`src/rtl/qga_pkg.sv`:
```
package qga_pkg;
  // channel encoding carried by each request
  typedef enum logic {
    CH_READ  = 1'b0,
    CH_WRITE = 1'b1
  } chan_e;

  function automatic int unsigned idx_width(input int unsigned n);
    return (n > 1) ? $clog2(n) : 1;
  endfunction
endpackage

```
`src/rtl/qga_eligibility.sv`:
```
module qga_eligibility #(
  parameter int unsigned NUM_REQ = 4,
  parameter int unsigned QOS_W   = 4
) (
  input  logic [NUM_REQ-1:0]            valid,
  input  logic [NUM_REQ-1:0][QOS_W-1:0] qos,
  input  logic [NUM_REQ-1:0]            is_write,
  input  logic [QOS_W-1:0]              lvl_rd,
  input  logic [QOS_W-1:0]              lvl_wr,
  output logic [NUM_REQ-1:0]            elig
);
  import qga_pkg::*;

  for (genvar g = 0; g < NUM_REQ; g++) begin : g_filt
    logic [QOS_W-1:0] floor_lvl;
    // each request is compared with the level of its own channel
    assign floor_lvl = (chan_e'(is_write[g]) == CH_WRITE) ? lvl_wr : lvl_rd;
    assign elig[g]   = valid[g] && (qos[g] >= floor_lvl);
  end
endmodule

```
`src/rtl/qga_pick.sv`:
```
module qga_pick #(
  parameter int unsigned NUM_REQ = 4,
  parameter int unsigned QOS_W   = 4,
  localparam int unsigned IDX_W  = qga_pkg::idx_width(NUM_REQ)
) (
  input  logic [NUM_REQ-1:0]            elig,
  input  logic [NUM_REQ-1:0][QOS_W-1:0] qos,
  input  logic [IDX_W-1:0]              rr_ptr,
  output logic                          any,
  output logic [IDX_W-1:0]              idx
);
  logic [QOS_W-1:0]   top_qos;
  logic [NUM_REQ-1:0] cand;

  // first pass: largest QoS among eligible requests
  always_comb begin
    top_qos = '0;
    for (int i = 0; i < NUM_REQ; i++) begin
      if (elig[i] && (qos[i] > top_qos)) top_qos = qos[i];
    end
  end

  for (genvar g = 0; g < NUM_REQ; g++) begin : g_cand
    assign cand[g] = elig[g] && (qos[g] == top_qos);
  end

  // second pass: rotating search from the tie pointer
  always_comb begin
    logic found;
    found = 1'b0;
    idx   = '0;
    for (int k = 0; k < NUM_REQ; k++) begin
      int j;
      j = (int'(rr_ptr) + k) % NUM_REQ;
      if (!found && cand[j]) begin
        found = 1'b1;
        idx   = IDX_W'(j);
      end
    end
  end

  assign any = |elig;
endmodule

```
`src/rtl/qga_arbiter.sv`:
```
module qga_arbiter #(
  parameter int unsigned NUM_REQ = 4,
  parameter int unsigned QOS_W   = 4,
  parameter int unsigned ADDR_W  = 16,
  localparam int unsigned IDX_W  = qga_pkg::idx_width(NUM_REQ)
) (
  input  logic                           clk,
  input  logic                           rst_n,
  input  logic [NUM_REQ-1:0]             req_valid,
  output logic [NUM_REQ-1:0]             req_ready,
  input  logic [NUM_REQ-1:0][QOS_W-1:0]  req_qos,
  input  logic [NUM_REQ-1:0]             req_write,
  input  logic [NUM_REQ-1:0][ADDR_W-1:0] req_addr,
  input  logic [QOS_W-1:0]               lvl_rd,
  input  logic [QOS_W-1:0]               lvl_wr,
  output logic                           out_valid,
  input  logic                           out_ready,
  output logic [IDX_W-1:0]               out_src,
  output logic [QOS_W-1:0]               out_qos,
  output logic                           out_write,
  output logic [ADDR_W-1:0]              out_addr
);
  localparam logic [IDX_W-1:0] LAST_IDX = IDX_W'(NUM_REQ - 1);

  logic [NUM_REQ-1:0] elig;
  logic               pick_any;
  logic [IDX_W-1:0]   pick_idx;
  logic [IDX_W-1:0]   rr_ptr_q;
  logic               held_q;
  logic [IDX_W-1:0]   held_idx_q;
  logic [IDX_W-1:0]   sel;
  logic               fire;

  qga_eligibility #(.NUM_REQ(NUM_REQ), .QOS_W(QOS_W)) u_elig (
    .valid    (req_valid),
    .qos      (req_qos),
    .is_write (req_write),
    .lvl_rd   (lvl_rd),
    .lvl_wr   (lvl_wr),
    .elig     (elig)
  );

  qga_pick #(.NUM_REQ(NUM_REQ), .QOS_W(QOS_W)) u_pick (
    .elig   (elig),
    .qos    (req_qos),
    .rr_ptr (rr_ptr_q),
    .any    (pick_any),
    .idx    (pick_idx)
  );

  // a stalled offer is frozen; otherwise the fresh pick is shown
  assign sel       = held_q ? held_idx_q : pick_idx;
  assign out_valid = held_q || pick_any;
  assign fire      = out_valid && out_ready;

  assign out_src   = sel;
  assign out_qos   = req_qos[sel];
  assign out_write = req_write[sel];
  assign out_addr  = req_addr[sel];

  for (genvar g = 0; g < NUM_REQ; g++) begin : g_rdy
    assign req_ready[g] = fire && (sel == IDX_W'(g));
  end

  always_ff @(posedge clk or negedge rst_n) begin
    if (!rst_n) begin
      held_q     <= 1'b0;
      held_idx_q <= '0;
      rr_ptr_q   <= '0;
    end else begin
      if (fire) begin
        held_q   <= 1'b0;
        rr_ptr_q <= (sel == LAST_IDX) ? '0 : sel + 1'b1;
      end else if (out_valid) begin
        held_q     <= 1'b1;
        held_idx_q <= sel;
      end
    end
  end

  AST_ELIG_ONLY: assert property (@(posedge clk) disable iff (!rst_n)
    (out_valid && !held_q) |-> (out_qos >= (out_write ? lvl_wr : lvl_rd)));

  AST_HOLD_OFFER: assert property (@(posedge clk) disable iff (!rst_n)
    (out_valid && !out_ready) |=> (out_valid && $stable(out_src) && $stable(out_addr) && $stable(out_qos)));

  AST_ONE_READY: assert property (@(posedge clk) disable iff (!rst_n)
    $onehot0(req_ready));

  AST_IDLE_LOW: assert property (@(posedge clk) disable iff (!rst_n)
    (req_valid == '0) |-> !out_valid);

  AST_READY_NEEDS_DOWN: assert property (@(posedge clk) disable iff (!rst_n)
    (req_ready != '0) |-> (out_valid && out_ready));
endmodule

```
`config.mk`:
```
export PLATFORM = sky130hd
export DESIGN_NAME = qga_arbiter
export DESIGN_NICKNAME = d
export VERILOG_FILES = /design/src/rtl/qga_pkg.sv /design/src/rtl/qga_eligibility.sv /design/src/rtl/qga_pick.sv /design/src/rtl/qga_arbiter.sv
export SDC_FILE = /design/constraint.sdc
export NUM_CORES = 1
export LEC_CHECK = 0
export ABC_AREA = 1
export BUFFER_PORTS_ARGS = -buffer_cell sky130_fd_sc_hd__buf_2
export CAP_MARGIN = 20
export CORE_MARGIN = 10
export CORE_UTILIZATION = 55
export DETAILED_ROUTE_END_ITERATION = 16
export GPL_ROUTABILITY_DRIVEN = 0
export PLACE_DENSITY = 0.95
export RECOVER_POWER = 100
export SLEW_MARGIN = 20
export SYNTH_ARGS = -nofsm -noshare
export SYNTH_HDL_FRONTEND = slang
export SYNTH_HIERARCHICAL = 1
export SYNTH_SLANG_ARGS = --single-unit
```
`constraint.sdc`:
```
create_clock -name clk -period 15.9 [get_ports clk]
set_input_delay 1.59 -clock clk [delete_from_list [all_inputs] [get_ports clk]]
set_output_delay 1.59 -clock clk [all_outputs]
set_load 0.02 [all_outputs]
```
# Word-level counts from Yosys, hierarchy flattened
# Index checks and enable logic that the tools add are counted.
word_totals:
  ff_bits: 5
  inputBits: 99
  output_inout_bits: 28
  elab_cells: 89
op_classes:
  n_addsub: 4
  order_cmp: 13
  eq_ne: 7
  muxes: 33
  bitwise: 1
  n_reduce_logical: 28
ops:
  columns: ["op", "n"]
  rows:
  - ["two-way mux 4 bit", 9]
  - ["binary-select mux 16 bit (select 2 bit)", 1]
  - ["logical AND 1 bit", 20]
  - ["equality test 4 bit", 4]
  - [">= comparator 4 bit", 4]
  - ["two-way mux 16 bit", 1]
  - ["< comparator 2 x 3 -> 1 bit (second input constant)", 5]
  - ["greater-than comparator 4 bit", 3]
  - ["two-way mux 2 bit", 6]
  - ["binary-select mux 1 bit (select 2 bit)", 5]
  - ["two-way mux 1 bit", 10]
  - ["binary-select mux 4 bit (select 2 bit)", 1]
  - ["adder 2 x 1 -> 2 bit (second input constant)", 2]
  - ["adder 2 bit (second input constant)", 2]
  - ["equality test 2 bit (second input constant)", 2]
  - ["greater-than comparator 4 x 1 -> 1 bit (second input constant)", 1]
  - ["OR reduction 4 bit", 1]
  - ["logical NOT 1 bit", 3]
  - ["equality test 2 x 1 -> 1 bit (second input constant)", 1]
  - ["logical NOT 2 bit", 1]
  - ["AND reduction 2 bit", 1]
  - ["nonzero test 2 bit", 1]
  - ["logical OR 1 bit", 1]
  - ["NOT 1 bit", 1]

# Longest topological paths before layout
logic_depth:
  ltp_word: 31
  depth_mapped: 57
  mapped_depth_nobuf: 56

# By module
# Netlist, hierarchy kept.
modules_own_cells:
  columns: ["module", "n_inst", "cells_each", "area_per_inst_um2", "seq_area_each_um2"]
  rows:
  - ["qga_arbiter", 1, 294, 1415.1, 125.1]
  - ["qga_pick", 1, 225, 1207.4, 0.0]
  - ["qga_eligibility", 1, 104, 575.6, 0.0]

# Worst setup path before layout
# OpenSTA, ideal clock, no wires.
synth_path:
  path_kind: "input port to output port"
  from: "input port lvl_wr[3]"
  to: "output port req_ready[3]"
  t_arrival_ps: 6978
  t_required_ps: 14310
  slack_ps: 7332
  stages: 47
  path_buffers: 2
  cell_sequence: "inv_1 -> nand2_1 -> o21ai_0 -> ha_1 -> nand2_1 -> inv_1 -> nand2_1 -> nand3_1 -> nand2_1 -> inv_1 -> nand2_1 -> ha_1 -> a21oi_1 -> nand2_4 -> nand2_4 -> nand2_2 -> and2_1 -> ha_1 -> [11 not listed] -> buf_4 -> nand3_2 -> nand3_1 -> nand2_1 -> nor2_2 -> nand3_1 -> nand2_1 -> nand3_1 -> nand2_2 -> nor2_2 -> nand3_1 -> nand3_1 -> nand2_2 -> nand2_2 -> buf_2 -> ha_1 -> inv_1 -> nor2_1"
synth_between:
  elab_chain_cells: 31
  word_cells_on_any_way: 58
  cone_classes: "order compare: 7; eq/ne: 5; mux: 24; reduce/logical: 22"
synth_lines:
  columns: ["item", "line_no", "source"]
  rows:
  - ["start, declared", "qga_arbiter.sv:15", "input logic [QOS_W-1:0] lvl_wr,"]
  - ["two-way mux 4 bit (*)", "qga_eligibility.sv:17", "assign floor_lvl = (chan_e'(is_write[g]) == CH_WRITE) ? lvl_wr : lvl_rd;"]
  - [">= comparator 4 bit (*)", "qga_eligibility.sv:18", "assign elig[g] = valid[g] && (qos[g] >= floor_lvl);"]
  - ["logical AND 1 bit (*)", "qga_eligibility.sv:18", null]
  - ["via elig[0]", "qga_arbiter.sv:25", "logic [NUM_REQ-1:0] elig;"]
  - ["logical AND 1 bit", "qga_pick.sv:19", "if (elig[i] && (qos[i] > top_qos)) top_qos = qos[i];"]
  - ["two-way mux 4 bit", "qga_pick.sv:19", null]
  - ["greater-than comparator 4 bit", "qga_pick.sv:19", null]
  - ["logical AND 1 bit", "qga_pick.sv:19", null]
  - ["[18 not listed]", null, null]
  - ["logical NOT 1 bit", "qga_pick.sv:35", "if (!found && cand[j]) begin"]
  - ["logical AND 1 bit", "qga_pick.sv:35", null]
  - ["two-way mux 2 bit (*)", "qga_pick.sv:35", null]
  - ["via pick_idx[0]", "qga_arbiter.sv:27", "logic [IDX_W-1:0] pick_idx;"]
  - ["two-way mux 2 bit (*)", "qga_arbiter.sv:52", "assign sel = held_q ? held_idx_q : pick_idx;"]
  - ["via out_src[0]", "qga_arbiter.sv:18", "output logic [IDX_W-1:0] out_src,"]
  - ["equality test 2 bit (*)", "qga_arbiter.sv:62", "assign req_ready[g] = fire && (sel == IDX_W'(g));"]
  - ["logical AND 1 bit (*)", "qga_arbiter.sv:62", null]
  - ["end, declared", "qga_arbiter.sv:10", "output logic [NUM_REQ-1:0] req_ready,"]
# The timed path passes the listed nets; every way through them passes the cells marked *. The select of a mux whose other input is x is not followed.

# Final worst setup path
layout_path:
  from: "input port req_write[0]"
  to: "output port req_ready[3]"
layout_between:
  elab_chain_cells: 31
  word_cells_on_any_way: 49
  cone_classes: "order compare: 4; eq/ne: 5; mux: 21; reduce/logical: 19"
layout_lines:
  columns: ["item", "line_no", "source"]
  rows:
  - ["start, declared", "qga_arbiter.sv:12", "input logic [NUM_REQ-1:0] req_write,"]
  - ["two-way mux 4 bit (*)", "qga_eligibility.sv:17", null]
  - [">= comparator 4 bit (*)", "qga_eligibility.sv:18", null]
  - ["logical AND 1 bit (*)", "qga_eligibility.sv:18", null]
  - ["via elig[0]", "qga_arbiter.sv:25", null]
  - ["logical AND 1 bit", "qga_pick.sv:19", null]
  - ["two-way mux 4 bit", "qga_pick.sv:19", null]
  - ["greater-than comparator 4 bit", "qga_pick.sv:19", null]
  - ["logical AND 1 bit", "qga_pick.sv:19", null]
  - ["[17 not listed]", null, null]
  - ["two-way mux 1 bit", "qga_pick.sv:35", null]
  - ["logical NOT 1 bit", "qga_pick.sv:35", null]
  - ["logical AND 1 bit", "qga_pick.sv:35", null]
  - ["two-way mux 2 bit (*)", "qga_pick.sv:35", null]
  - ["via pick_idx[0]", "qga_arbiter.sv:27", null]
  - ["two-way mux 2 bit (*)", "qga_arbiter.sv:52", null]
  - ["equality test 2 bit (*)", "qga_arbiter.sv:62", null]
  - ["logical AND 1 bit (*)", "qga_arbiter.sv:62", null]
# Marks and branches as above.

==> flow_summary.yaml <==
sta:
  setup_tns_ps: 0
  max-slew-margin-rel: -0.8506
  fin_crit_sh: 0.7364
  max_slew.worst_pin.slew_ps: 2747
  finalCriticalPeriod_ps: 11710
  setup_violations: 0
  clock_skew_ps: 3.471
  rsz0062_at_grt: "false"
  hold_violations: 0
  timing.final.max_slew_violations: 26
  clock.fmax_mhz: 85.40
routing:
  drtIter0Drc: 423
  firstDrtPassIters: 6
  wirelength_um: 11170
  via_per_inst: 5.622
  vias: 4531
  drc: 0
  ant_nets: 0
  wl_per_cell_um: 13.86
clock_network:
  cts_max_level: 1
  cts_hold_buf: 0
  cts_buffers: 3
  cts.sinks: 5
  ctsResizeCount: 0
  clk_latency_ps: 220
  cts_tree: "done"
  cts.path.max_buffers: 2
  cts_root_buffer: "clkbuf_8"
  clk_pin_slew_ps: 30
  cts_setup_buffers: 0
grt:
  overflow: 0
  antenna_found_initial: 0
  grtUsageTotal: 0.2299
  grt_pass1_vias: 4343
  grt_max_degree: 44
  grt_pass1_wl_um: 18170
floorplan:
  fp-row-count: 27
  dieArea_um2: 9265
  die-width_um: 96.26
  die_h_um: 96.26
  coreArea_um2: 5574
  io-pin-count: 127
  start_util: 0.5737
logic_synthesis:
  async_flop_share: 1.000
  synth_edf_count: 0
  synth_mux_area_frac: 0
  netlist_area_um2: 3198
  ys_warn_count: 6
  synth_compound_gate_area_share: 0.05477
  synth_top_family_by_area: "simple AND/OR/NAND/NOR gates"
  synth-simple-area-share: 0.5732
  ys.flop_type: "dfrtp_1"
  syn_area_per_cell_um2: 5.133
  synth.distinct_cells: 28
  synth_seq_cells: 5
  synthAdderAreaFrac: 0.1252
  ys_seq_area_frac: 0.03912
  synth_cells: 623
  synth-xor-area-share: 0.002739
  syn_nets: 754
critical_path:
  crit_buf_inv: 8
  critical_path_class: "in -> out"
  cp.required_ps: 14310
  cp.arrival_ps: 10120
  crit_fanout: 43
  cp_slowest_cell: "nand2_1"
  critPathCaptureType: "output pin"
  crit_path_start_kind: "primary input"
  max_stage_delay_ps: 930
  critPathTopFamily: "simple AND/OR/NAND/NOR gates"
  timing.critical_path.mode_cell: "nand2_1"
cells_and_area:
  fillCellCount: 507
  fin_util: 0.6837
  areaGrowthSynthToFinish_pct: 19.17
  final_nets: 866
  final_cells: 806
  final_cell_mix: "nand2_1 (166), nand3_1 (158), inv_1 (144), buf_2 (101), ha_1 (32)"
  drive_gt1_frac: 0.1894
  final_common_cell: "nand2_1"
  antennaDiodeCount: 0
status:
  status: "finished, violations left"
  violations: "max-capacitance violations, max-slew violations"
placement:
  place.port_buffers: 126
  hpwl_um: 9086
  place_inst: 802
power:
  ir_worst_vdd_uv: 134.9
  cellLeakagePower_nw: 2.529
  pwr_density_cell_nw_per_um2: 148.7
job:
  drv_cap: 1
hold_path:
  hp-class: "reg -> reg"
report_power, final:
part	switching, W	leakage, nW	internal (W)	total [W]
Combinational	0.000366	2.44	0.000151	0.000517
Clock	0.00000589	0.0228	0.0000172	0.0000231
Sequential	0.00000871	0.0626	0.0000176	0.0000263
layer usage:
layer,wire [um],vias to the layer above,GRT usage,part of all wire
li1,-,2187,-,-
met1,4118,1985,0.2593,0.37
met2,5437,300,0.4098,0.49
met3,1191,59,0.04514,0.11
met4,425,0,0.09705,0.038
met5,0,-,0,0
flip-flops by register name (all words and copies together), names as in the netlist:
register	flops
held_idx_q	2
held_q	1
rr_ptr_q	2
final cells by class:
| class | count | area, um2 | share of cell area |
|---|---|---|---|
| Timing Repair Buffer | 127 | 606.8 | 0.1592 |
| Tap cell | 72 | 90.09 | 0.02364 |
| Multi-Input combinational cell | 450 | 2389 | 0.6267 |
| Inverter | 148 | 555.5 | 0.1458 |
| Clock buffer | 4 | 45.04 | 0.01182 |
| Sequential cell | 5 | 125.1 | 0.03283 |
final timing paths:
kind | startpoint | end | slack, ps | depth (start not counted)
worst max-delay path | req_write[0] | req_ready[3] | 4190 | 49
worst min-delay path | held_idx_q[1] | held_idx_q[1] | 560 | 2
worst max register to register | rr_ptr_q[0] | rr_ptr_q[0] | 11750 | 15
worst min register to register | held_idx_q[1] | held_idx_q[1] | 560 | 2
max in group asynchronous | rst_n | held_idx_q[0] | 14480 | 1
min in group asynchronous | rst_n | rr_ptr_q[0] | 1210 | 1
through the flow:
step	power (W)	setup slack (ps)	hold slack (ps)	area (um2)
2_1_floorplan	0.0004172	7332	447.8	3198
3_3_place_gp	0.0005414	6116	566.5	3826
3_5_place_dp	0.0005532	5812	562.7	3826
4_1_cts	0.0005797	5804	569.2	3871
5_1_grt	0.0006305	3160	574.2	3811
6_report	0.0005668	4191	558.2	3811
tightest hold or removal path, delay by kind of cell (launching register included):
family / cells / cell delay, ps
flip-flops: 1 / 310
AO/OA/AOI/OAI: 1 / 150
buffers and inverters: 1 / 60
synthesized netlist by cell type, types with 2 or more instances:
master	instances	area, um2
o21ai_1	3	15.01
o21ai_0	19	95.09
buf_4	3	22.52
buf_2	11	55.05
inv_2	4	15.01
nor2_2	8	50.05
nand3_2	8	80.08
nand2_4	4	45.04
dfrtp_1	5	125.1
nand2_2	15	93.84
a21oi_1	8	40.04
clkbuf_1	5	18.77
nor2_1	15	56.30
inv_1	143	536.8
nand2_1	161	604.3
nand3_1	158	790.8
nand4_1	10	62.56
nand3b_1	2	15.01
ha_1	32	400.4
cells by family (layout without fill, tap and decap cells):
group	count (synthesis)	count (layout)
AND/OR/NAND/NOR	384	384
XOR/XNOR	1	1
AO/OA/AOI/OAI	33	33
adder cells (fa/ha/maj)	32	32
flip-flops	5	5
buffers and inverters	168	279
Power figures use the tool's default switching activity.
